<file path="src/rtl/seq_ctrl_pkg.sv">
package seq_ctrl_pkg;
  localparam int REG_ID_W = 4;
  localparam int OP_W     = 4;
  localparam logic [REG_ID_W-1:0] REG_NONE = '1;

  typedef enum logic [OP_W-1:0] {
    OP_HALT  = 4'h0,
    OP_NOP   = 4'h1,
    OP_RRMV  = 4'h2,
    OP_IRMV  = 4'h3,
    OP_RMMV  = 4'h4,
    OP_MRMV  = 4'h5,
    OP_ALU   = 4'h6,
    OP_JUMP  = 4'h7,
    OP_CALL  = 4'h8,
    OP_RET   = 4'h9,
    OP_PUSH  = 4'hA,
    OP_POP   = 4'hB
  } op_e;

  localparam logic [OP_W-1:0] ALU_ADD = 4'h0;
endpackage

</file>
<file path="src/rtl/seq_regport_dec.sv">
module seq_regport_dec
  import seq_ctrl_pkg::*;
#(
  parameter logic [REG_ID_W-1:0] SP_ID = 4'd4
) (
  input  logic [OP_W-1:0]     icode,
  input  logic [REG_ID_W-1:0] ra,
  input  logic [REG_ID_W-1:0] rb,
  output logic [REG_ID_W-1:0] src_a,
  output logic [REG_ID_W-1:0] src_b,
  output logic [REG_ID_W-1:0] dst_e,
  output logic [REG_ID_W-1:0] dst_m
);
  op_e op;
  assign op = op_e'(icode);

  always_comb begin
    src_a = REG_NONE;
    src_b = REG_NONE;
    dst_e = REG_NONE;
    dst_m = REG_NONE;
    case (op)
      OP_RRMV: begin src_a = ra; dst_e = rb; end
      OP_IRMV: begin dst_e = rb; end
      OP_RMMV: begin src_a = ra; src_b = rb; end
      OP_MRMV: begin src_b = rb; dst_m = ra; end
      OP_ALU:  begin src_a = ra; src_b = rb; dst_e = rb; end
      OP_PUSH: begin src_a = ra; src_b = SP_ID; dst_e = SP_ID; end
      OP_POP:  begin src_a = SP_ID; src_b = SP_ID; dst_e = SP_ID; dst_m = ra; end
      OP_CALL: begin src_b = SP_ID; dst_e = SP_ID; end
      OP_RET:  begin src_a = SP_ID; src_b = SP_ID; dst_e = SP_ID; end
      default: ;
    endcase
  end
endmodule

</file>
<file path="src/rtl/seq_alu_sel.sv">
module seq_alu_sel
  import seq_ctrl_pkg::*;
#(
  parameter int WORD_W     = 32,
  parameter int STACK_STEP = 4
) (
  input  logic [OP_W-1:0]   icode,
  input  logic [OP_W-1:0]   ifun,
  input  logic [WORD_W-1:0] val_a,
  input  logic [WORD_W-1:0] val_b,
  input  logic [WORD_W-1:0] val_c,
  output logic [WORD_W-1:0] alu_a,
  output logic [WORD_W-1:0] alu_b,
  output logic [OP_W-1:0]   alu_fun
);
  localparam logic [WORD_W-1:0] STEP_UP   = WORD_W'(STACK_STEP);
  localparam logic [WORD_W-1:0] STEP_DOWN = WORD_W'(-STACK_STEP);

  op_e op;
  assign op = op_e'(icode);

  always_comb begin
    alu_a = '0;
    case (op)
      OP_RRMV, OP_ALU:          alu_a = val_a;
      OP_IRMV, OP_RMMV, OP_MRMV: alu_a = val_c;
      OP_CALL, OP_PUSH:         alu_a = STEP_DOWN;
      OP_RET, OP_POP:           alu_a = STEP_UP;
      default: ;
    endcase
  end

  always_comb begin
    alu_b = val_b;
    if (op == OP_RRMV || op == OP_IRMV) alu_b = '0;
  end

  always_comb alu_fun = (op == OP_ALU) ? ifun : ALU_ADD;
endmodule

</file>
<file path="src/rtl/seq_mem_ctrl.sv">
module seq_mem_ctrl
  import seq_ctrl_pkg::*;
#(
  parameter int WORD_W = 32
) (
  input  logic [OP_W-1:0]   icode,
  input  logic [WORD_W-1:0] val_a,
  input  logic [WORD_W-1:0] val_e,
  input  logic [WORD_W-1:0] val_p,
  output logic              mem_read,
  output logic              mem_write,
  output logic [WORD_W-1:0] mem_addr,
  output logic [WORD_W-1:0] mem_data
);
  op_e op;
  assign op = op_e'(icode);

  always_comb begin
    mem_read  = 1'b0;
    mem_write = 1'b0;
    mem_addr  = '0;
    case (op)
      OP_RMMV, OP_PUSH, OP_CALL: begin mem_write = 1'b1; mem_addr = val_e; end
      OP_MRMV:                   begin mem_read  = 1'b1; mem_addr = val_e; end
      OP_POP, OP_RET:            begin mem_read  = 1'b1; mem_addr = val_a; end
      default: ;
    endcase
  end

  always_comb mem_data = (op == OP_CALL) ? val_p : val_a;
endmodule

</file>
<file path="src/rtl/seq_pc_sel.sv">
module seq_pc_sel
  import seq_ctrl_pkg::*;
#(
  parameter int WORD_W = 32
) (
  input  logic [OP_W-1:0]   icode,
  input  logic              cnd,
  input  logic [WORD_W-1:0] val_c,
  input  logic [WORD_W-1:0] val_m,
  input  logic [WORD_W-1:0] val_p,
  output logic [WORD_W-1:0] new_pc
);
  op_e op;
  assign op = op_e'(icode);

  always_comb begin
    if (op == OP_CALL || (op == OP_JUMP && cnd)) new_pc = val_c;
    else if (op == OP_RET)                       new_pc = val_m;
    else                                         new_pc = val_p;
  end
endmodule

</file>
<file path="src/rtl/seq_ctrl_decoder.sv">
module seq_ctrl_decoder
  import seq_ctrl_pkg::*;
#(
  parameter int WORD_W     = 32,
  parameter int STACK_STEP = 4,
  parameter logic [REG_ID_W-1:0] SP_ID = 4'd4
) (
  input  logic [OP_W-1:0]     icode,
  input  logic [OP_W-1:0]     ifun,
  input  logic [REG_ID_W-1:0] ra,
  input  logic [REG_ID_W-1:0] rb,
  input  logic [WORD_W-1:0]   val_a,
  input  logic [WORD_W-1:0]   val_b,
  input  logic [WORD_W-1:0]   val_c,
  input  logic [WORD_W-1:0]   val_e,
  input  logic [WORD_W-1:0]   val_m,
  input  logic [WORD_W-1:0]   val_p,
  input  logic                cnd,
  output logic [REG_ID_W-1:0] src_a,
  output logic [REG_ID_W-1:0] src_b,
  output logic [REG_ID_W-1:0] dst_e,
  output logic [REG_ID_W-1:0] dst_m,
  output logic [WORD_W-1:0]   alu_a,
  output logic [WORD_W-1:0]   alu_b,
  output logic [OP_W-1:0]     alu_fun,
  output logic                mem_read,
  output logic                mem_write,
  output logic [WORD_W-1:0]   mem_addr,
  output logic [WORD_W-1:0]   mem_data,
  output logic [WORD_W-1:0]   new_pc
);
  seq_regport_dec #(.SP_ID(SP_ID)) u_regs (
    .icode(icode), .ra(ra), .rb(rb),
    .src_a(src_a), .src_b(src_b), .dst_e(dst_e), .dst_m(dst_m)
  );

  seq_alu_sel #(.WORD_W(WORD_W), .STACK_STEP(STACK_STEP)) u_alu (
    .icode(icode), .ifun(ifun), .val_a(val_a), .val_b(val_b), .val_c(val_c),
    .alu_a(alu_a), .alu_b(alu_b), .alu_fun(alu_fun)
  );

  seq_mem_ctrl #(.WORD_W(WORD_W)) u_mem (
    .icode(icode), .val_a(val_a), .val_e(val_e), .val_p(val_p),
    .mem_read(mem_read), .mem_write(mem_write),
    .mem_addr(mem_addr), .mem_data(mem_data)
  );

  seq_pc_sel #(.WORD_W(WORD_W)) u_pc (
    .icode(icode), .cnd(cnd), .val_c(val_c), .val_m(val_m), .val_p(val_p),
    .new_pc(new_pc)
  );
endmodule

</file>
<file path="config.mk">
export PLATFORM = sky130hd
export DESIGN_NAME = seq_ctrl_decoder
export DESIGN_NICKNAME = d
export VERILOG_FILES = /design/src/rtl/seq_ctrl_pkg.sv /design/src/rtl/seq_regport_dec.sv /design/src/rtl/seq_alu_sel.sv /design/src/rtl/seq_mem_ctrl.sv /design/src/rtl/seq_pc_sel.sv /design/src/rtl/seq_ctrl_decoder.sv
export SDC_FILE = /design/constraint.sdc
export NUM_CORES = 1
export LEC_CHECK = 0
export ABC_AREA = 1
export BUFFER_PORTS_ARGS = -buffer_cell sky130_fd_sc_hd__buf_2
export CELL_PAD_IN_SITES_DETAIL_PLACEMENT = 0
export CELL_PAD_IN_SITES_GLOBAL_PLACEMENT = 1
export CORE_AREA = 8 8 170 108
export DETAILED_ROUTE_END_ITERATION = 6
export DIE_AREA = 0 0 178 116
export PLACE_DENSITY_LB_ADDON = 0.1
export SLEW_MARGIN = 40
export SYNTH_ARGS = -nofsm -noshare
export SYNTH_HDL_FRONTEND = slang
export SYNTH_SLANG_ARGS = --single-unit
</file>
<file path="constraint.sdc">
create_clock -name vclk -period 2.65
set_input_delay 0.1325 -clock vclk [all_inputs]
set_output_delay 0.1325 -clock vclk [all_outputs]
set_load 0.03 [all_outputs]
</file>
-- After elaboration in Yosys (flattened, before gate mapping)
Cells that the tools add are included.
- register bits: 0
- bits in latches: 0
- RAM bits: 0
- bits in read-only memories: 0
- input bits: 209
- memories kept: 0
- add/sub/neg operators: 0
- $mul: 0
- divide/modulo/power cells: 0
- magnitude comparators: 0
- equal/unequal tests: 10
- shifts and indexed selects: 0
- muxes and demuxes: 13
- bitwise logic cells: 0
- reductions and logical operators: 15
- operators with widths (cell ; number):
    $mux 32 ; 4
    $pmux 32 s4 ; 1
    $pmux 32 s2 ; 1
    $pmux 4 s2 ; 3
    $eq 4x3->1 const B ; 4
    $eq 4x4->1 const B ; 4
    $reduce_or 3->1 ; 5
    $reduce_or 4->1 ; 3
    $eq 4x2->1 const B ; 2
    $mux 4 ; 2
    $reduce_or 2->1 ; 4
    $logic_or 1x1->1 ; 2
    $mux 1 ; 2
    $logic_and 1x1->1 ; 1

-- Depth between registers and ports, before layout
Gate-level depths: netlist of run 1.
- depth in word-level cells: 4
- gate-level depth with buffers: 8
- mapped depth without buffers: 7

-- Cells and area by module
Synthesis of run 1 repeated with hierarchy kept, for this count alone.
- cells, all modules: 751
- area total of the unflattened synthesis: 3234.4 sq um
- modules (own cells, without submodules) (module ; times used ; cells each ; area each (sq um)):
    seq_pc_sel ; 1 ; 227 ; 1014.7
    seq_mem_ctrl ; 1 ; 222 ; 1004.7
    seq_alu_sel ; 1 ; 255 ; 994.7
    seq_regport_dec ; 1 ; 47 ; 220.2

-- Worst setup path before layout of run 1
No wires, ideal clock.
- path type: input port to output port
- from: input port icode[2]
- to: output port mem_data[0]
- arrival time: 1.544 ns
- required time: 2.518 ns
- slack: 0.973 ns
- stages on the path: 7
- path through: buf_2 > inv_1 > nand2_1 > nor2_2 > buf_4 > buf_4 > o21ai_0
- word-level cells in the longest chain between the ends: 2
- RTL lines (item ; RTL line ; source):
    start, declared ; seq_ctrl_decoder.sv:8 ; input logic [OP_W-1:0] icode,
    $eq 4x4->1 ; seq_mem_ctrl.sv:30 ; always_comb mem_data = (op == OP_CALL) ? val_p : val_a;
    $mux 32 ; seq_mem_ctrl.sv:30 ;
    end, declared ; seq_ctrl_decoder.sv:29 ; output logic [WORD_W-1:0] mem_data,
Every way passes these cells.

-- Final worst setup path of run 1
- from: input port icode[3]
- to: output port new_pc[31]
- word-level cells in the longest chain between the ends: 4
- elaborated cells between the ends (all ways): 7
- those cells by class: eq/ne (3); mux (2); reduce/logical (2)
- RTL lines (item ; RTL line ; source):
    $eq 4x3->1 ; seq_pc_sel.sv:17 ; if (op == OP_CALL || (op == OP_JUMP && cnd)) new_pc = val_c;
    $logic_and 1x1->1 ; seq_pc_sel.sv:17 ;
    $logic_or 1x1->1 ; seq_pc_sel.sv:17 ;
    $mux 32 * ; seq_pc_sel.sv:17 ;
    end, declared ; seq_ctrl_decoder.sv:30 ; output logic [WORD_W-1:0] new_pc
Mark *: on every way between the ends. The rest lies on a longest branch, timed or not.

==> results.txt, run 1 <==
Vias post-DR: 5,106
GR Util met3: 4.653%
Port Buffer Count: 391
CP arrival: 1.92 ns
DRT Pass-1 Iters: 4
Worst-Margin Slew: 0.6977 ns
Routing usage on met2: 36.94%
CP Class: in -> out
RSZ-0062 raised after global routing: false
Total GRT Usage: 19.05%
Yosys top cell by area: nand2_1
Startpoint Class: input port
DP Wirelength: 18,450 um
Hold path cells: 4
Hold Startpoint: val_b[2]
Setup bufs post-CTS: 0
Initial antenna violation count: 2
CTS Hold Bufs: 0
Max_cap viols: 0
Hold slack: 0.5957 ns
Reg area: 0 um^2
Post-synthesis sequential area ratio: 0%
# setup viols final: 0
CP required: 2.52 ns
Final hold viol count: 0
Synthesized net count: 844
Final antenna-violating net count: 0
Synth Instances: 635
CP Capture Type: output pin
Number of unique standard cell types used by synthesis: 15
DIE AREA: 20,650 um^2
Worst-path maximum fanout: 16
Share of the synthesized area in the top cell type: 48.24%
Tcrit/Tclk final: 77.45%
Cells along the critical path: buf_2, inv_2, nor2_4, buf_4, nand2_2, o21ai_4, buf_4, nand2_1, nand2_1, buf_2
Max IR drop VDD: 76.23 uV
Cell Area, Placed: 4807 um^2
GR Util met1: 21.62%
Layout fillers: 1,944
DR vias/cell: 4.202
Total wire length: 21,900 um
Tmin final: 2.053 ns
WL per Instance: 18.02 um
Cts repair resizes: 0
Hold Crit Endpoint: alu_b[2]
Status: completed
Fin area: 4827 um^2
Total grt overflow: 0
Most frequent cell after synthesis: nand2_1
Synth top area cells: nand2_1 (48%), nand3_1 (15%), inv_1 (9.8%)
Area growth, synth to finish: 83.02%
PwrDens: 245.7 nW/um^2
Final Max Tran Viols: 0
Post-Route Utilization: 30.53%
Worst slew margin: 53.38%
Number of DRC violations after detailed-routing iteration 0: 254
CP max stage cell: buf_4
Global-route wire length before repair: 30,550 um
Layer with the highest usage: met2
Mux contribution to synthesized area: 0%
Synth Area in Simple Gates: 70.68%
Compound-cell area share of the yosys netlist: 10.96%
Pin count of the biggest net entering global routing: 57
Nets: 1,215
Starting Density: 16.68%
RD Place Congestion: 0.8550
Seq cells: 0
Layout cell share with drive strength beyond 1: 41.93%
Die H: 116 um
Worst path max stage delay: 0.28 ns
I/O pin cnt: 391
Setup_tns: 0 ns
Post-Synth Adder-Cell Area: 0%
Mapped Avg Cell Area: 4.154 um^2
Core area: 15,810 um^2
CLK BUF: 0
Vias in the first global route: 5,004
# DRC: 0
Post-Synth XOR/XNOR Area: 0%
Fmax: 0.4872 GHz
Ys Warns: 0
Synth top cells by count: nand2_1 (339), nand3_1 (80), inv_1 (69), o21ai_0 (49), nor2_1 (40)
# rows: 36
Mapped cell area: 2638 um^2
Die X: 178 um
Leak: 3.270 nW
Largest family of logic cells by synthesized area: simple AND/OR/NAND/NOR gates
Worst Hold Class: in -> out
[worst max-delay path: cells and delay by family]
kind,cells,cell delay (ns)
AND/OR/NAND/NOR,4,0.73
buffers and inverters,5,0.92
AO/OA/AOI/OAI,1,0.12
[cell families (layout without fill, tap and decap cells)]
kind of cell | after synthesis | after routing
AOI/OAI and AO/OA | 57 | 57
buffers and inverters | 113 | 482
other | 0 | 2
and+or+nand+nor | 465 | 465
[cell usage in the layout (no fill, tap or decap)]
| master | n |
|---|---|
| buf_2 | 391 |
| nand2_1 | 338 |
| nand3_1 | 80 |
| inv_1 | 69 |
| o21ai_0 | 49 |
| nor2_1 | 40 |
| buf_4 | 18 |
| o21ai_1 | 7 |
| nor2_4 | 4 |
| inv_2 | 3 |
| diode_2 | 2 |
| nand2_2 | 2 |
| o21ai_4 | 1 |
| nor3_2 | 1 |
| buf_8 | 1 |
[how the worst max path moves through the flow]
stage,cells after the start,from,end
finish,10,icode[3],new_pc[31]
detailed placement,10,icode[3],new_pc[31]
floorplan,7,icode[2],mem_data[0]
CTS,10,icode[3],new_pc[31]
global placement,10,icode[3],new_pc[31]
global route,10,icode[3],new_pc[31]
[routing by layer]
layer | share of wire [%] | wire length [um] | vias to the layer above
li1 | - | - | 2678
met1 | 40 | 8739 | 2203
met2 | 51 | 11230 | 219
met3 | 8.3 | 1825 | 6
met4 | 0.48 | 106 | 0
met5 | 0 | 0 | -
[per-stage QoR]
stage               cells  setup slack (ns)  power, mW
finish               1215            0.5975      1.186
global route         1215            0.4266      1.283
global placement     1212            0.5582      1.203
detailed placement   1212            0.5578      1.197
CTS                  1212            0.5559      1.201
floorplan             635            0.9735     0.7047
[cell type report]
cell class                      instances  area, um^2  share of cell area [%]
Antenna cell                            2       5.005                  0.1037
Inverter                               72       270.3                   5.599
Multi-Input combinational cell        522        2183                   45.23
Tap cell                              209       261.5                   5.417
Timing Repair Buffer                  410        2107                   43.65
[power by group]
group	internal, mW	switching (mW)
Sequential	0	0
Combinational	0.356	0.830
Clock	0.000000101	0
Total	0.356	0.830
Power figures use the tool's default switching activity.
==> run 2: changes to the inputs <==
ABC_AREA = 0   (was 1)
clock period = 1.7 ns   (was 2.65 ns; I/O delays follow)
==> run 2 against run 1 <==
Clock-buffer cell count did not move. Critical path depth down 4. Synthesized cell count fell by 54%. Cell count down 27%. Critical endpoint is now new_pc[21]. Core utilization grew 1.5 points. Design area grew 4.9%. Critical path type unchanged. Hold slack worse by 0.072 ns. Non-clock buffer count is 12 higher. First-iteration DRC count shrank 36%.
==> results.txt, run 2 <==
Vias in the first global route: 4,335
DP Wirelength: 16,720 um
Total grt overflow: 0
Number of DRC violations after detailed-routing iteration 0: 163
Global-route wire length before repair: 27,150 um
Synth top area cells: mux2_2 (24%), mux2_4 (22%), a22o_1 (11%)
Leak: 2.813 nW
Pin count of the biggest net entering global routing: 33
Post-Synth XOR/XNOR Area: 0%
Worst-path maximum fanout: 19
RSZ-0062 raised after global routing: true
Port Buffer Count: 391
Number of unique standard cell types used by synthesis: 33
Max_cap viols: 0
Status: completed
Fmax: 0.5970 GHz
Seq pwr share: 0%
Area growth, synth to finish: 93.17%
CTS Hold Bufs: 0
Final antenna-violating net count: 0
Mux contribution to synthesized area: 46.83%
Compound-cell area share of the yosys netlist: 28.50%
CLK BUF: 0
Mapped cell area: 2621 um^2
Synth Instances: 289
Synth top cells by count: mux2_2 (55), mux2_4 (39), nor2b_1 (36), a22o_1 (34), a221o_1 (29)
Seq cells: 0
Fin area: 5064 um^2
Gate power share: 100.0%
Tcrit/Tclk final: 98.54%
Final Max Tran Viols: 0
Sw frac: 60.47%
Layout cell share with drive strength beyond 1: 78.49%
WL per Instance: 22.03 um
Most frequent cell after synthesis: mux2_2
PwrDens: 377.9 nW/um^2
Total wire length: 19,500 um
DR vias/cell: 4.510
CP Capture Type: output pin
# setup viols final: 0
Worst-Margin Slew: 0.4701 ns
Leading cell type in the layout, fill and taps excluded: buf_2
Max IR drop VDD: 161.1 uV
Post-Route Utilization: 32.03%
Clk network pwr share: 0%
# rows: 36
NetSw: 1.157 mW
Synthesized net count: 498
Cell Area, Placed: 5035 um^2
Nets: 885
Hold slack: 0.5234 ns
Final hold viol count: 0
Worst slew margin: 68.33%
Largest family of logic cells by synthesized area: multiplexers
Tmin final: 1.675 ns
Starting Density: 16.58%
CP Class: in -> out
Die X: 178 um
Core area: 15,810 um^2
DIE AREA: 20,650 um^2
Post-synthesis sequential area ratio: 0%
Initial antenna violation count: 2
Vias post-DR: 3,991
Most frequent cells in the layout: buf_2 (388), mux2_2 (55), mux2_4 (40)
Mapped Avg Cell Area: 9.070 um^2
CP arrival: 1.59 ns
Yosys top cell by area: mux2_2
Worst Hold Class: in -> out
Internal cell power: 0.7565 mW
Startpoint Class: input port
CP required: 1.62 ns
Total GRT Usage: 16.68%
# DRC: 0
Reg area: 0 um^2
Die H: 116 um
Post-Synth Adder-Cell Area: 0%
Synth Area in Simple Gates: 16.23%
DRT Pass-1 Iters: 4
Share of the synthesized area in the top cell type: 23.63%
I/O pin cnt: 391
Ys Warns: 0
RD Place Congestion: 0.8134
## run 2: repair_timing
action	CTS	global route
cloned	0	0
endpoints found under the hold margin	0	0
pin swaps	0	1
gates resized for setup	2	5
setup endpoints to repair	2	18
setup buffers	0	0
## run 2: power groups by stage
stage               registers (mW)  logic, mW  clock network (mW)
floorplan                        0       1.17                   0
global placement                 0       1.93                   0
detailed placement               0       1.93                   0
CTS                              0       1.93                   0
global route                     0       2.03        0.0000000788
finish                           0       1.91         0.000000158
## run 2: final cells by class
type	instances	area [um^2]
antenna	2	5.005
fill	1755	10750
inverter	5	18.77
multi-input combinational	247	2452
tap	209	261.5
timing repair buffer	422	2326
## run 2: kinds of logic after synthesis
logic type             after synthesis
muxes                               96
buffers and inverters               42
AOI/OAI and AO/OA                   86
and+or+nand+nor                     65
## run 2: per-layer routing
| layer | track usage, % | vias up | routed length (um) |
|---|---|---|---|
| met1 | 18.70 | 1888 | 7284 |
| met3 | 4.133 | 8 | 1702 |
| met4 | 1.604 | 2 | 106 |
| met5 | 0 | - | 9 |
| met2 | 32.30 | 191 | 10400 |
| li1 | - | 1902 | - |
## run 2: worst paths after layout
kind / from / to / depth (start not counted)
worst min-delay path: rb[2] / dst_e[2] / 3
worst max-delay path: icode[1] / new_pc[21] / 6
## run 2: critical path, cell delays in order
cell and delay [ns]:
buf_2 0.13, and4bb_4 0.38, buf_12 0.19, mux2_2 0.35, mux2_4 0.25, buf_2 0.18
## run 2: through the flow
| stage | instances | setup WS [ns] | power [mW] | TNS (ns) |
|---|---|---|---|---|
| final | 885 | 0.02487 | 1.914 | 0 |
| after global routing | 884 | -0.02580 | 2.033 | -0.1053 |
| after CTS | 883 | 0.003753 | 1.935 | 0 |
| after detailed placement | 883 | -0.002087 | 1.926 | -0.002087 |
| after global placement | 883 | 0.02687 | 1.929 | 0 |
| after floorplan | 289 | 0.2454 | 1.168 | 0 |
==> run 3: changes to the inputs <==
CORE_AREA = 8 8 146 148   (was 8 8 170 108)
DIE_AREA = 0 0 154 156   (was 0 0 178 116)
SETUP_SLACK_MARGIN = 0.1   (was default)
clock period = 2.1 ns   (was 1.7 ns; I/O delays follow)
==> run 3 against run 2 <==
Critical path depth unchanged. Die area up 16%. Total power down 21%. Via count down 0.58%. Core utilization down 6.4 points. Cell count up 1.8%. Global-route usage down 1.3 points. Largest power group unchanged. Worst setup slack better by 0.25 ns. Critical endpoint is now new_pc[4]. Flip-flop and latch count unchanged. Routed wire length up 3.7%. Hold slack better by 0.041 ns.
==> results.txt, run 3 (synthesis results as in run 2) <==
Max_cap viols: 0
DRT Pass-1 Iters: 4
I/O pin cnt: 391
Cts repair resizes: 0
Hold Startpoint: ifun[2]
Vias post-DR: 3,968
WL per Instance: 22.44 um
Crit path launch: icode[2]
Most frequent cells in the layout: buf_2 (391), mux2_2 (55), mux2_4 (39)
Reg area: 0 um^2
Hold slack: 0.5648 ns
Initial antenna violation count: 1
RD Place Congestion: 0.7721
CLK BUF: 0
Fmax: 0.5470 GHz
DR vias/cell: 4.404
Die H: 156 um
Worst-path maximum fanout: 16
Global-route wire length before repair: 28,910 um
Startpoint Class: input port
DIE AREA: 24,020 um^2
Seq cells: 0
Die X: 154 um
RSZ-0062 raised after global routing: false
# DRC: 0
# rows: 51
Setup_tns: 0 ns
Dpl cells: 900
Status: completed
Total grt overflow: 0
Worst Hold Class: in -> out
Final Max Tran Viols: 0
Worst-Margin Slew: 0.4313 ns
CP Class: in -> out
Post-Route Utilization: 25.62%
Layout cell share with drive strength beyond 1: 77.79%
Tmin final: 1.828 ns
Area growth, synth to finish: 86.49%
CP arrival: 1.72 ns
Leading cell type in the layout, fill and taps excluded: buf_2
DP Wirelength: 17,270 um
Nets: 873
CTS Hold Bufs: 0
Final Power: 1.517 mW
Core area: 19,080 um^2
Total GRT Usage: 15.37%
Total wire length: 20,220 um
Leak: 2.718 nW
Pin count of the biggest net entering global routing: 32
Final hold viol count: 0
Layout fillers: 2,165
Port Buffer Count: 391
Tcrit/Tclk final: 87.06%
Final antenna-violating net count: 0
Fin cells: 901
Vias in the first global route: 4,514
PwrDens: 310.3 nW/um^2
Max IR drop VDD: 85.74 uV
Setup bufs post-CTS: 0
# setup viols final: 0
CP Capture Type: output pin
CP required: 2.00 ns
Worst slew margin: 71.25%
Starting Density: 13.74%
Number of DRC violations after detailed-routing iteration 0: 122
run 3: cell types whose count changed in the layout (fill, tap and decap cells not counted), sizes merged:
cell,before,now
buf,421,410
diode,2,1
clkbuf,1,0
run 3: worst max-delay path, cell delays in order:
cell     delay, ns
buf_2         0.20
and2b_1       0.28
a41oi_4       0.30
buf_4         0.32
mux2_4        0.33
buf_2         0.18
run 3: final timing paths:
path              slack (ns)          to  cells past startpoint
hold / removal          0.56  alu_fun[2]                      3
setup / recovery        0.27   new_pc[4]                      6
run 3: area by class of cell:
class | count | area (um^2) | share of cell area [%]
antenna | 1 | 2.502 | 0.05119
inverter | 5 | 18.77 | 0.3839
multi-input combinational | 247 | 2445 | 50.01
tap | 238 | 297.8 | 6.092
timing repair buffer | 410 | 2125 | 43.46
run 3: through the flow:
step	setup slack (ns)	cell area [um^2]
floorplan	0.6054	2621
detailed placement	0.2402	4886
global route	0.1930	4888
finish	0.2718	4888
global placement	0.2524	4886
CTS	0.2354	4886
run 3: power by group:
group,internal (mW),switching (mW)
Sequential,0,0
Combinational,0.579,0.937
Clock,0.0000000640,0
run 3: per-layer routing:
layer	part of all wire (%)	vias up	global-route usage, %
met1	39	1866	16.75
met2	53	221	30.62
met3	7.6	0	3.850
met4	0	0	0.3733
li1	-	1881	-
met5	0	-	0
